### src/rtl/spi_rm_pkg.sv
package spi_rm_pkg;
  localparam int unsigned REG_ADDR_W = 5;
  localparam int unsigned REG_DATA_W = 32;
  localparam logic [REG_ADDR_W-1:0] OFS_CTRL  = 5'h00;
  localparam logic [REG_ADDR_W-1:0] OFS_SETUP = 5'h04;
  localparam logic [REG_ADDR_W-1:0] OFS_TXD   = 5'h08;
  localparam logic [REG_ADDR_W-1:0] OFS_RXD   = 5'h0C;
  localparam logic [REG_ADDR_W-1:0] OFS_CAUSE = 5'h10;
  localparam logic [5:0] SETUP_RESET = 6'h12;
endpackage

### src/rtl/spi_rm_clkdiv.sv
module spi_rm_clkdiv #(
  parameter int unsigned HALF_W = 4
) (
  input  logic              clk,
  input  logic              rst_n,
  input  logic              run,
  input  logic [HALF_W-1:0] half,
  output logic              tick
);
  localparam logic [HALF_W-1:0] HALF_MIN = HALF_W'(2);

  logic [HALF_W-1:0] cnt_q;
  logic [HALF_W-1:0] half_eff;

  assign half_eff = (half < HALF_MIN) ? HALF_MIN : half;
  assign tick     = run && (cnt_q == half_eff - HALF_W'(1));

  always_ff @(posedge clk or negedge rst_n) begin
    if (!rst_n)    cnt_q <= '0;
    else if (!run) cnt_q <= '0;
    else if (tick) cnt_q <= '0;
    else           cnt_q <= cnt_q + HALF_W'(1);
  end

  AST_TICK_GAP: assert property (@(posedge clk) disable iff (!rst_n)
    tick |=> !tick);
endmodule

### src/rtl/spi_rm_shifter.sv
module spi_rm_shifter #(
  parameter int unsigned WORD_MAX = 16,
  parameter int unsigned NARROW   = 8
) (
  input  logic                clk,
  input  logic                rst_n,
  input  logic                start,
  input  logic                wide,
  input  logic [WORD_MAX-1:0] tx_word,
  input  logic                tick,
  input  logic                miso,
  output logic                busy,
  output logic                sck,
  output logic                mosi,
  output logic [WORD_MAX-1:0] rx_word,
  output logic                done
);
  localparam int unsigned CNT_W = $clog2(WORD_MAX + 1);
  localparam int unsigned PAD_W = WORD_MAX - NARROW;

  logic [WORD_MAX-1:0] txs_q, rxs_q;
  logic [CNT_W-1:0]    left_q;
  logic                wide_q;

  always_ff @(posedge clk or negedge rst_n) begin
    if (!rst_n) begin
      busy   <= 1'b0;
      sck    <= 1'b0;
      done   <= 1'b0;
      wide_q <= 1'b0;
      txs_q  <= '0;
      rxs_q  <= '0;
      left_q <= '0;
    end else begin
      done <= 1'b0;
      if (!busy) begin
        if (start) begin
          busy   <= 1'b1;
          sck    <= 1'b0;
          wide_q <= wide;
          rxs_q  <= '0;
          txs_q  <= wide ? tx_word : {tx_word[NARROW-1:0], {PAD_W{1'b0}}};
          left_q <= wide ? CNT_W'(WORD_MAX) : CNT_W'(NARROW);
        end
      end else if (tick) begin
        if (!sck) begin
          sck   <= 1'b1;
          rxs_q <= {rxs_q[WORD_MAX-2:0], miso};
        end else begin
          sck    <= 1'b0;
          left_q <= left_q - CNT_W'(1);
          if (left_q == CNT_W'(1)) begin
            busy <= 1'b0;
            done <= 1'b1;
          end else begin
            txs_q <= {txs_q[WORD_MAX-2:0], 1'b0};
          end
        end
      end
    end
  end

  assign mosi    = busy & txs_q[WORD_MAX-1];
  assign rx_word = wide_q ? rxs_q : {{PAD_W{1'b0}}, rxs_q[NARROW-1:0]};

  AST_SCK_IDLE_LOW: assert property (@(posedge clk) disable iff (!rst_n)
    !busy |-> !sck);
  AST_MOSI_HOLD_HIGH: assert property (@(posedge clk) disable iff (!rst_n)
    (sck && $past(sck)) |-> $stable(mosi));
  AST_DONE_ENDS_BUSY: assert property (@(posedge clk) disable iff (!rst_n)
    done |-> !busy && !sck);
endmodule

### src/rtl/spi_rm_regs.sv
module spi_rm_regs
  import spi_rm_pkg::*;
#(
  parameter int unsigned WORD_MAX = 16,
  parameter int unsigned HALF_W   = 4
) (
  input  logic                  clk,
  input  logic                  rst_n,
  input  logic                  reg_en,
  input  logic                  reg_we,
  input  logic [REG_ADDR_W-1:0] reg_addr,
  input  logic [REG_DATA_W-1:0] reg_wdata,
  output logic [REG_DATA_W-1:0] reg_rdata,
  input  logic                  busy,
  input  logic                  done,
  input  logic [WORD_MAX-1:0]   rx_word,
  output logic                  start,
  output logic                  wide,
  output logic [HALF_W-1:0]     half,
  output logic [WORD_MAX-1:0]   tx_word,
  output logic                  cs_n
);
  logic                cs_q, cause_q;
  logic [5:0]          setup_q;
  logic [WORD_MAX-1:0] txd_q, rxd_q;
  logic                wr;

  assign wr      = reg_en && reg_we;
  assign start   = wr && (reg_addr == OFS_TXD) && !busy;
  assign wide    = setup_q[5];
  assign half    = setup_q[HALF_W-1:0];
  assign tx_word = reg_wdata[WORD_MAX-1:0];
  assign cs_n    = !cs_q;

  always_ff @(posedge clk or negedge rst_n) begin
    if (!rst_n) begin
      cs_q    <= 1'b0;
      cause_q <= 1'b0;
      setup_q <= SETUP_RESET;
      txd_q   <= '0;
      rxd_q   <= '0;
    end else begin
      if (wr && reg_addr == OFS_CTRL)  cs_q    <= reg_wdata[0];
      if (wr && reg_addr == OFS_SETUP) setup_q <= reg_wdata[5:0];
      if (start)                       txd_q   <= tx_word;
      if (done) begin
        cause_q <= 1'b1;
        rxd_q   <= rx_word;
      end else if (wr && reg_addr == OFS_CAUSE) begin
        cause_q <= 1'b0;
      end
    end
  end

  always_comb begin
    reg_rdata = '0;
    case (reg_addr)
      OFS_CTRL:  reg_rdata[1:0] = {busy, cs_q};
      OFS_SETUP: reg_rdata[5:0] = setup_q;
      OFS_TXD:   reg_rdata[WORD_MAX-1:0] = txd_q;
      OFS_RXD:   reg_rdata[WORD_MAX-1:0] = rxd_q;
      OFS_CAUSE: reg_rdata[0] = cause_q;
      default:   reg_rdata = '0;
    endcase
  end

  AST_CS_FOLLOWS_WRITE: assert property (@(posedge clk) disable iff (!rst_n)
    (wr && reg_addr == OFS_CTRL) |=> (cs_n == !$past(reg_wdata[0])));
  AST_CAUSE_ON_DONE: assert property (@(posedge clk) disable iff (!rst_n)
    done |=> cause_q);
  AST_CAUSE_CLEARS: assert property (@(posedge clk) disable iff (!rst_n)
    (wr && reg_addr == OFS_CAUSE && !done) |=> !cause_q);
  AST_TX_IGNORED_BUSY: assert property (@(posedge clk) disable iff (!rst_n)
    (busy && wr && reg_addr == OFS_TXD) |=> $stable(txd_q));
endmodule

### src/rtl/spi_regfile_master.sv
module spi_regfile_master
  import spi_rm_pkg::*;
#(
  parameter int unsigned WORD_MAX = 16,
  parameter int unsigned NARROW   = 8,
  parameter int unsigned HALF_W   = 4
) (
  input  logic                  clk,
  input  logic                  rst_n,
  input  logic                  reg_en,
  input  logic                  reg_we,
  input  logic [REG_ADDR_W-1:0] reg_addr,
  input  logic [REG_DATA_W-1:0] reg_wdata,
  output logic [REG_DATA_W-1:0] reg_rdata,
  output logic                  spi_sck,
  output logic                  spi_mosi,
  input  logic                  spi_miso,
  output logic                  spi_cs_n
);
  logic                busy, done, start, wide, tick;
  logic [HALF_W-1:0]   half;
  logic [WORD_MAX-1:0] tx_word, rx_word;

  spi_rm_regs #(.WORD_MAX(WORD_MAX), .HALF_W(HALF_W)) u_regs (
    .clk(clk), .rst_n(rst_n), .reg_en(reg_en), .reg_we(reg_we),
    .reg_addr(reg_addr), .reg_wdata(reg_wdata), .reg_rdata(reg_rdata),
    .busy(busy), .done(done), .rx_word(rx_word), .start(start),
    .wide(wide), .half(half), .tx_word(tx_word), .cs_n(spi_cs_n));

  spi_rm_clkdiv #(.HALF_W(HALF_W)) u_div (
    .clk(clk), .rst_n(rst_n), .run(busy), .half(half), .tick(tick));

  spi_rm_shifter #(.WORD_MAX(WORD_MAX), .NARROW(NARROW)) u_shift (
    .clk(clk), .rst_n(rst_n), .start(start), .wide(wide),
    .tx_word(tx_word), .tick(tick), .miso(spi_miso), .busy(busy),
    .sck(spi_sck), .mosi(spi_mosi), .rx_word(rx_word), .done(done));
endmodule

### config.mk
export PLATFORM = sky130hd
export DESIGN_NAME = spi_regfile_master
export DESIGN_NICKNAME = d
export VERILOG_FILES = /design/src/rtl/spi_rm_pkg.sv /design/src/rtl/spi_rm_clkdiv.sv /design/src/rtl/spi_rm_shifter.sv /design/src/rtl/spi_rm_regs.sv /design/src/rtl/spi_regfile_master.sv
export SDC_FILE = /design/constraint.sdc
export NUM_CORES = 1
export LEC_CHECK = 0
export ABC_AREA = 1
export BUFFER_PORTS_ARGS = -buffer_cell sky130_fd_sc_hd__buf_2
export CAP_MARGIN = 25
export CORE_MARGIN = 4
export CORE_UTILIZATION = 38
export DETAILED_ROUTE_END_ITERATION = 8
export PLACE_DENSITY_LB_ADDON = 0.1
export SLEW_MARGIN = 20
export SYNTH_ARGS = -nofsm -noshare
export SYNTH_HDL_FRONTEND = slang
export SYNTH_SLANG_ARGS = --single-unit
### constraint.sdc
create_clock -name clk -period 6.2 [get_ports clk]
set_input_delay 0.62 -clock clk [delete_from_list [all_inputs] [get_ports clk]]
set_output_delay 0.62 -clock clk [all_outputs]
set_load 0.05 [all_outputs]
==> results.py, run 1 <==
metrics = {
    "die": {
        "start_util_pct": 39.0,
        "ios": 77,
        "die_w_um": 114,
        "rows": 38,
        "die_h_um": 114,
        "die_area_mm2": 0.0129,
        "core_mm2": 0.0109,
    },
    "worst_hold_path": {
        "worstHoldPathType": "in2async",
    },
    "place": {
        "gp_congestion": 0.767,
        "io_buffers": 44,
        "place_hpwl_um": 6870,
        "placed_cell_area_mm2": 0.00448,
    },
    "power": {
        "ir_worst_vdd_uv": 143,
        "p_per_area_mw_per_mm2": 357,
        "p_leak_uw": 0.00243,
    },
    "clock_network": {
        "cts_tree": "done",
        "post_cts_resized": 0,
        "cts_buffers": 9,
        "cts_hold_buf": 0,
        "numClockSinks": 85,
        "worstSkewPairLatency_ps": 350,
        "cts-root-buf": "clkbuf_8",
        "clk_pin_slew_worst_paths_ps": 90,
        "post_cts_buffers": 0,
        "max-clock-path-buffers": 2,
        "htree_levels": 3,
    },
    "global_route": {
        "grt_pass1_vias": 3406,
        "antenna_found_initial": 0,
        "grt.total_usage_pct": 16.6,
        "grt_remaining_overflow": 0,
        "grt_max_degree": 76,
        "grt_pass1_wl_um": 17200,
    },
    "layout": {
        "diodes": 0,
        "final_common_cell": "nand2_1",
        "design_area_mm2": 0.00475,
        "regArea_mm2": 0.00213,
        "area_delta_synth_final_pct": 12.0,
        "drive_gt1_share_pct": 14.1,
        "multi_input_area_mm2": 0.00165,
        "nFillCells": 1135,
        "final_cell_mix": "132 x nand2_1, 83 x dfrtp_1, 69 x inv_1, 50 x o21ai_0, 43 x buf_2",
        "final_nets": 595,
    },
    "worst_setup_path": {
        "critPathMaxFanout": 16,
        "end_kind": "output pin",
        "crit_type": "in2out",
        "timing.rr.start": "u_regs.setup_q[1]",
        "reg2reg_slack_ps": 3530,
        "required_ps": 5580,
        "endpoint": "reg_rdata[0]",
        "crit_path_start_kind": "input port",
        "ff2ff_path_depth": 9,
        "worst_r2r_endpoint": "u_shift.rxs_q[14]",
        "arrival_ps": 2250,
        "crit_path_start": "reg_addr[1]",
    },
    "drt": {
        "wl_um": 9960,
        "drtAntennaViolNets": 0,
        "drt_iter0_drc": 185,
        "num_vias": 3393,
        "viasPerCell": 4.90,
        "drtPass1Iterations": 4,
        "wl_met3_um": 413,
        "detail_route.wl_per_cell_um": 14.4,
        "dr.max_layer_used": "met4",
        "wl_met2_um": 4520,
        "wl_met1_um": 4920,
        "route.detailed.drc": 0,
    },
    "yosys": {
        "yosys_most_used_dff": "dfrtp_1",
        "synth.largest_area_cell": "dfrtp_1",
        "synth_area_mm2": 0.00424,
        "ys_ff_latch": 85,
        "yosys.cell_types.count": 36,
        "synth_top_cell_area_share_pct": 49.0,
        "synth_cells": 514,
        "syn_avg_cell_area_um2": 8.25,
        "synthTopCellsByArea": "dfrtp_1 49%, nand2_1 12%, inv_1 6.1%",
        "yosys_warnings": 0,
        "yosysSeqAreaShare_pct": 50.2,
        "synth-edff-count": 0,
        "synth-async-reset-ratio_pct": 100,
    },
    "sta": {
        "period_share_pct": 46.3,
        "finalSetupTns_ps": 0,
        "skew_ps": 11.0,
        "worst_pin_slew_ps": 810,
        "period_minus_slack_ps": 2870,
        "drv_slew": 0,
        "rsz0062_at_grt": "no",
        "fin_hold_ws_ps": 83.4,
        "max_slew_margin_pct": 46.0,
        "finalHoldViolations": 0,
        "setup_viol": 0,
        "fmax_mhz": 348,
    },
    "status": {
        "status": "finished, final reports clean",
    },
    "run": {
        "drv_cap": 0,
    },
}
worst max-delay path, cell delays in order:
cell,delay (ps)
buf_2,90
nor2_1,250
nand3_1,220
inv_1,430
nand2_1,110
o21ai_0,120
a21oi_1,70
nand3_1,80
buf_2,260
flip-flops by register name, indices dropped and copies added, names as in the netlist:
register        count
u_shift.sck         1
u_shift.left_q      5
u_shift.done        1
u_shift.txs_q      16
u_shift.rxs_q      16
u_regs.txd_q       16
u_div.cnt_q         4
u_regs.cs_q         1
u_shift.wide_q      1
u_regs.cause_q      1
u_shift.busy        1
u_regs.setup_q      6
u_regs.rxd_q       16
power by group:
part	total [µW]	leakage [µW]	internal, µW	switching [µW]
registers	775	0.00111	687	87.5
clock network	479	0.000123	279	200
logic	445	0.00119	147	298
logic make-up after synthesis:
logic type                 synth area share [%]
AOI/OAI and AO/OA                          12.8
xor gates and xnor gates                  0.826
adders and majority gates                  1.18
buffers and inverters                      12.3
DFF                                        50.2
muxes                                     0.354
other                                    0.0884
and+or+nand+nor                            22.3
per-stage QoR:
step / setup slack (ps) / util [%] / instances / power [µW]
finish: 3330 / 43.6 / 693 / 1700
global route: 3120 / 43.6 / 693 / 1830
CTS: 3360 / 43.4 / 692 / 1710
detailed placement: 3350 / 41.1 / 677 / 1230
global placement: 3400 / 41.1 / 677 / 1220
floorplan: 3270 / - / 529 / 1130
layer usage:
layer | GRT usage (%) | vias to the layer above
met5 | 0 | -
met2 | 25.5 | 66
met3 | 2.49 | 9
li1 | - | 1713
met1 | 24.1 | 1605
met4 | 5.21 | 0
how the worst min path moves through the flow:
stage	from	end	slack (ps)	cells past startpoint
finish	rst_n	u_shift.rxs_q[1]	80	1
global route	rst_n	u_shift.rxs_q[1]	80	1
CTS	rst_n	u_regs.rxd_q[0]	70	1
detailed placement	rst_n	u_regs.rxd_q[0]	460	1
global placement	u_shift.txs_q[7]	u_shift.txs_q[7]	450	2
floorplan	rst_n	u_div.cnt_q[0]	320	0
cell type report:
| type | count | share of cell area [%] |
|---|---|---|
| Timing Repair Buffer | 49 | 5.90 |
| Inverter | 73 | 5.77 |
| Sequential cell | 85 | 44.8 |
| Clock inverter | 5 | 2.26 |
| Tap cell | 140 | 3.69 |
| Clock buffer | 10 | 2.90 |
| Multi-Input combinational cell | 331 | 34.7 |
cell usage after synthesis (4+ instances only):
library cell and instances:
ha_1 4, o21ai_0 50, nand3_1 26, o22ai_1 7
nand2_1 132, o21ai_1 17, o221ai_1 9, buf_4 21
inv_1 69, nor2_1 19, nand4_1 24, dfrtp_1 83
buf_2 7, clkbuf_1 9, a21oi_1 6
Note: power is estimated with default switching activity, not from simulation.
==> run 2: changes to the inputs <==
clock period = 2.9 ns   (was 6.2 ns; I/O delays follow)
==> run 2 against run 1 <==
  * The run now ends with negative hold slack left
  * Register-to-register slack got worse by 3000 ps
  * Worst setup slack got worse by 2800 ps
  * Critical endpoint is now u_shift.txs_q[9]
  * Die area did not move
  * Total power rose by 100%
  * Clock power rose by 64%
  * First-iteration DRC count rose by 19%
  * Count of clock-buffer cells in the layout rose by 2
  * Non-clock buffer count rose by 4
  * Via count rose by 0.71%
  * Sequential cell count did not move
  * Routed wire length rose by 1.7%
==> results.py, run 2 (same netlist as run 1, synthesis figures left out) <==
metrics = {
    "sta": {
        "period_minus_slack_ps": 2360,
        "rsz0062_at_grt": "no",
        "drv_slew": 0,
        "skew_ps": 7.26,
        "worst_pin_slew_ps": 737,
        "setup_viol": 0,
        "max_slew_margin_pct": 50.8,
        "fmax_mhz": 424,
        "finalSetupTns_ps": 0,
        "period_share_pct": 81.3,
        "fin_hold_ws_ps": -7.22,
        "finalHoldViolations": 3,
    },
    "worst_setup_path": {
        "arrival_ps": 2600,
        "critPathSlowestCell": "dfstp_2",
        "ff2ff_path_depth": 12,
        "critPathMaxFanout": 28,
        "path_delay_family": "simple AND/OR/NAND/NOR gates",
        "critical_path.cell_chain": "inv_1, nand2_1, nand2_1, ha_1, xor2_1, nand2_1, nor2_2, nand3_4, nand2_8, nand3_4, nand2_1, nand2_1",
        "crit_type": "reg2reg",
        "cp_num_buf_inv": 1,
        "cpPeakStageDelay_ps": 560,
        "end_kind": "flip-flop",
        "required_ps": 3150,
        "crit_path_start_kind": "flip-flop",
        "crit_top_cell": "nand2_1",
        "cp.depth": 12,
    },
    "global_route": {
        "grt_remaining_overflow": 0,
        "grt.total_usage_pct": 16.8,
        "grt_pass1_wl_um": 17300,
        "grt_pass1_vias": 3358,
        "grt_max_degree": 57,
        "antenna_found_initial": 0,
    },
    "drt": {
        "route.detailed.drc": 0,
        "detail_route.wl_per_cell_um": 14.5,
        "drtAntennaViolNets": 0,
        "num_vias": 3417,
        "wl_um": 10100,
        "viasPerCell": 4.90,
        "drt_iter0_drc": 220,
        "drtPass1Iterations": 4,
    },
    "die": {
        "rows": 38,
        "die_w_um": 114,
        "core_mm2": 0.0109,
        "ios": 77,
        "start_util_pct": 39.0,
        "die_h_um": 114,
        "die_area_mm2": 0.0129,
    },
    "power": {
        "swShare_pct": 36.8,
        "finalPower_uw": 3390,
        "ir_worst_vdd_uv": 323,
        "p_leak_uw": 0.00241,
        "power_frac_comb_pct": 27.8,
        "p_per_area_mw_per_mm2": 723,
        "pwr-share-clk_pct": 23.1,
        "p_seq_share_pct": 49.1,
        "p_sw_uw": 1250,
        "internal-power_uw": 2140,
    },
    "layout": {
        "area_delta_synth_final_pct": 10.7,
        "fin_util_pct": 43.1,
        "final_common_cell": "nand2_1",
        "drive_gt1_share_pct": 14.7,
        "final_nets": 599,
        "final_cell_mix": "132 x nand2_1, 83 x dfrtp_1, 69 x inv_1, 50 x o21ai_0, 43 x buf_2",
        "design_area_mm2": 0.00469,
        "diodes": 0,
    },
    "clock_network": {
        "htree_levels": 3,
        "max-clock-path-buffers": 2,
        "numClockSinks": 85,
        "clk_pin_slew_worst_paths_ps": 90,
        "post_cts_resized": 0,
        "cts_buffers": 9,
        "cts-root-buf": "clkbuf_8",
        "cts_hold_buf": 0,
        "worstSkewPairLatency_ps": 350,
        "cts_tree": "done",
        "post_cts_buffers": 0,
    },
    "place": {
        "placed_cell_area_mm2": 0.00452,
        "io_buffers": 44,
        "gp_congestion": 0.793,
        "place_hpwl_um": 7080,
    },
    "status": {
        "status": "finished, violations left",
        "failed_checks": "negative hold slack",
    },
    "worst_hold_path": {
        "worstHoldPathType": "in2async",
    },
    "run": {
        "drv_cap": 0,
    },
}
run 2: cell count changes in the layout (fill, tap and decap cells not counted):
cell and change:
buf_4 +5, bufinv_16 -3, clkinv_2 +3, buf_16 -1, clkbuf_1 +1, clkbuf_8 +1, clkinv_4 -1, clkinvlp_4 +1
inv_6 -1
run 2: cell type report:
type	count	area, µm²
Clock buffer	12	155
Fill cell	1134	6190
Inverter	73	274
Clock inverter	4	22.5
Timing Repair Buffer	53	290
Multi-Input combinational cell	331	1650
Sequential cell	85	2130
Tap cell	140	175
run 2: path summary, 6_finish.rpt:
check	end	start	slack (ps)
hold / removal	u_shift.rxs_q[6]	rst_n	-7
setup reg to reg	u_shift.txs_q[9]	u_regs.setup_q[1]	540
setup / recovery	u_shift.txs_q[9]	u_regs.setup_q[1]	540
max in group asynchronous	u_regs.setup_q[1]	rst_n	2140
min in group clk	u_shift.rxs_q[0]	spi_miso	180
hold reg to reg	u_shift.txs_q[11]	u_shift.txs_q[11]	480
run 2: routing by layer:
metal / global-route usage, % / share of wire [%]
met3: 2.76 / 5.7
met1: 24.9 / 49
met5: 0 / 0
met4: 5.61 / 0.96
met2: 24.9 / 45
run 2: power by group through the flow:
| stage | Combinational [µW] | Clock (µW) | Sequential (µW) |
|---|---|---|---|
| after detailed placement | 954 | 0 | 1690 |
| after CTS | 956 | 810 | 1670 |
| after global placement | 934 | 0 | 1680 |
| final | 942 | 784 | 1670 |
| after floorplan | 776 | 0 | 1640 |
| after global routing | 1110 | 859 | 1710 |
run 2: per-stage QoR:
stage | worst slack, ps | cells
6_report | 543 | 698
5_1_grt | 245 | 698
4_1_cts | 491 | 698
3_5_place_dp | 494 | 682
3_3_place_gp | 593 | 682
2_1_floorplan | 631 | 529
==> run 3: changes to the inputs <==
clock period = 2.4 ns   (was 2.9 ns; I/O delays follow)
==> run 3 against run 2 <==
  * Utilization rose by 1.0 points
  * Hold slack better by 120 ps
  * Final area grew 2.4%
  * Sequential share of layout area is 1.1 points lower
  * Highest routed layer unchanged
  * The run now ends clean
  * Non-clock buffer count increased by 7
  * Maximum frequency rose by 7.4%
  * Sequential cell count did not move
  * Count of clock-buffer cells in the layout is 2 lower
  * Via count grew 0.73%
  * Clock skew grew 4.7 ps
  * First-iteration DRC count down 0.91%
  * Total power is 25% higher
  * Critical endpoint is now u_shift.txs_q[11]
==> results.py, run 3 (same netlist as run 1, synthesis figures left out) <==
metrics = {
    "place": {
        "io_buffers": 44,
        "gp_congestion": 0.757,
        "place_hpwl_um": 7350,
    },
    "worst_setup_path": {
        "arrival_ps": 2500,
        "reg2reg_slack_ps": 200,
        "timing.rr.start": "u_regs.setup_q[1]",
        "crit_path_start_kind": "flip-flop",
        "required_ps": 2700,
        "critPathMaxFanout": 16,
        "crit_type": "reg2reg",
        "worst_r2r_endpoint": "u_shift.txs_q[11]",
        "end_kind": "flip-flop",
        "crit_path_start": "u_regs.setup_q[1]",
        "ff2ff_path_depth": 12,
        "endpoint": "u_shift.txs_q[11]",
    },
    "drt": {
        "wl_um": 10400,
        "drt_iter0_drc": 218,
        "drtAntennaViolNets": 0,
        "detail_route.wl_per_cell_um": 14.7,
        "drtPass1Iterations": 4,
        "route.detailed.drc": 0,
        "viasPerCell": 4.88,
        "num_vias": 3442,
    },
    "layout": {
        "diodes": 0,
        "final_nets": 607,
        "area_delta_synth_final_pct": 13.3,
        "final_cell_mix": "132 x nand2_1, 83 x dfrtp_1, 69 x inv_1, 50 x o21ai_0, 43 x buf_2",
        "drive_gt1_share_pct": 15.9,
        "final_common_cell": "nand2_1",
    },
    "die": {
        "die_w_um": 114,
        "rows": 38,
        "core_mm2": 0.0109,
        "die_h_um": 114,
        "ios": 77,
        "die_area_mm2": 0.0129,
        "start_util_pct": 39.0,
    },
    "sta": {
        "finalHoldViolations": 0,
        "finalSetupTns_ps": 0,
        "period_minus_slack_ps": 2200,
        "skew_ps": 12.0,
        "worst_pin_slew_ps": 613,
        "drv_slew": 0,
        "fin_hold_ws_ps": 117,
        "period_share_pct": 91.5,
        "rsz0062_at_grt": "yes",
        "max_slew_margin_pct": 59.0,
        "setup_viol": 0,
        "fmax_mhz": 455,
    },
    "global_route": {
        "grt.total_usage_pct": 16.6,
        "grt_max_degree": 46,
        "grt_pass1_vias": 3510,
        "grt_pass1_wl_um": 17000,
        "antenna_found_initial": 0,
        "grt_remaining_overflow": 0,
    },
    "power": {
        "ir_worst_vdd_uv": 348,
        "p_per_area_mw_per_mm2": 881,
        "p_leak_uw": 0.00245,
    },
    "clock_network": {
        "clk_pin_slew_worst_paths_ps": 90,
        "cts_tree": "done",
        "cts-root-buf": "clkbuf_8",
        "htree_levels": 3,
        "worstSkewPairLatency_ps": 360,
        "max-clock-path-buffers": 2,
        "cts_buffers": 9,
        "numClockSinks": 85,
    },
    "status": {
        "status": "finished, final reports clean",
    },
    "run": {
        "drv_cap": 0,
    },
    "worst_hold_path": {
        "worstHoldPathType": "in2reg",
    },
}
-- run 3: changes by cell type in the layout (fill, tap and decap cells not counted), sizes merged --
cell         change
buf              +6
bufinv           +1
clkbuf           -2
clkinvlp         +1
dlygate4sd3      +1
nand3            +1
-- run 3: how the worst min path moves through the flow --
stage / from / endpoint / depth (start not counted)
floorplan: rst_n / u_div.cnt_q[0] / 0
global placement: rst_n / u_shift.rxs_q[1] / 1
detailed placement: rst_n / u_shift.rxs_q[1] / 1
CTS: spi_miso / u_shift.rxs_q[0] / 3
global route: spi_miso / u_shift.rxs_q[0] / 3
finish: spi_miso / u_shift.rxs_q[0] / 3
-- run 3: final cells by class --
type | count | area [µm²]
Sequential cell | 85 | 2130
Tap cell | 140 | 175
Clock inverter | 6 | 63.8
Inverter | 73 | 274
Fill cell | 1134 | 6080
Timing Repair Buffer | 60 | 362
Multi-Input combinational cell | 332 | 1680
Clock buffer | 10 | 128
-- run 3: report_power, final --
group          leakage (µW)  switching (µW)  internal, µW
Clock             0.0000923             529           480
Sequential          0.00111             234          1780
Combinational       0.00125             803           412
-- run 3: per-stage QoR --
stage	setup WS [ps]	util, %	std cells	power, µW	area [µm²]
2_1_floorplan	231	-	529	2920	4300
3_3_place_gp	194	42.0	688	3180	4570
3_5_place_dp	146	42.0	688	3210	4570
4_1_cts	113	43.9	705	4240	4780
5_1_grt	26.4	44.2	706	4540	4810
6_report	204	44.2	706	4230	4810
-- run 3: timing repair --
item,in CTS,in global routing
endpoints found under the hold margin,41,0
hold buffers,1,0
gates resized for setup,0,4
setup buffers,0,0
setup endpoints to repair,0,25
-- run 3: per-layer routing --
layer | share of wire, % | global-route usage, % | vias up | wire length [µm]
li1 | - | - | 1735 | -
met1 | 47 | 22.5 | 1610 | 4880
met2 | 46 | 26.1 | 90 | 4770
met3 | 6.4 | 4.62 | 7 | 670
met4 | 0.75 | 4.25 | 0 | 78
met5 | 0 | 0 | - | 0
-- run 3: worst max-delay path, cell delays in order (launching register included) --
cell	delay, ps
dfstp_2	560
inv_1	60
nand2_1	80
nand2_1	80
ha_1	320
xor2_1	150
nand2_1	100
nor2_4	140
nand3_4	120
nand2_8	140
buf_6	190
nand4_1	100
nand2_1	90
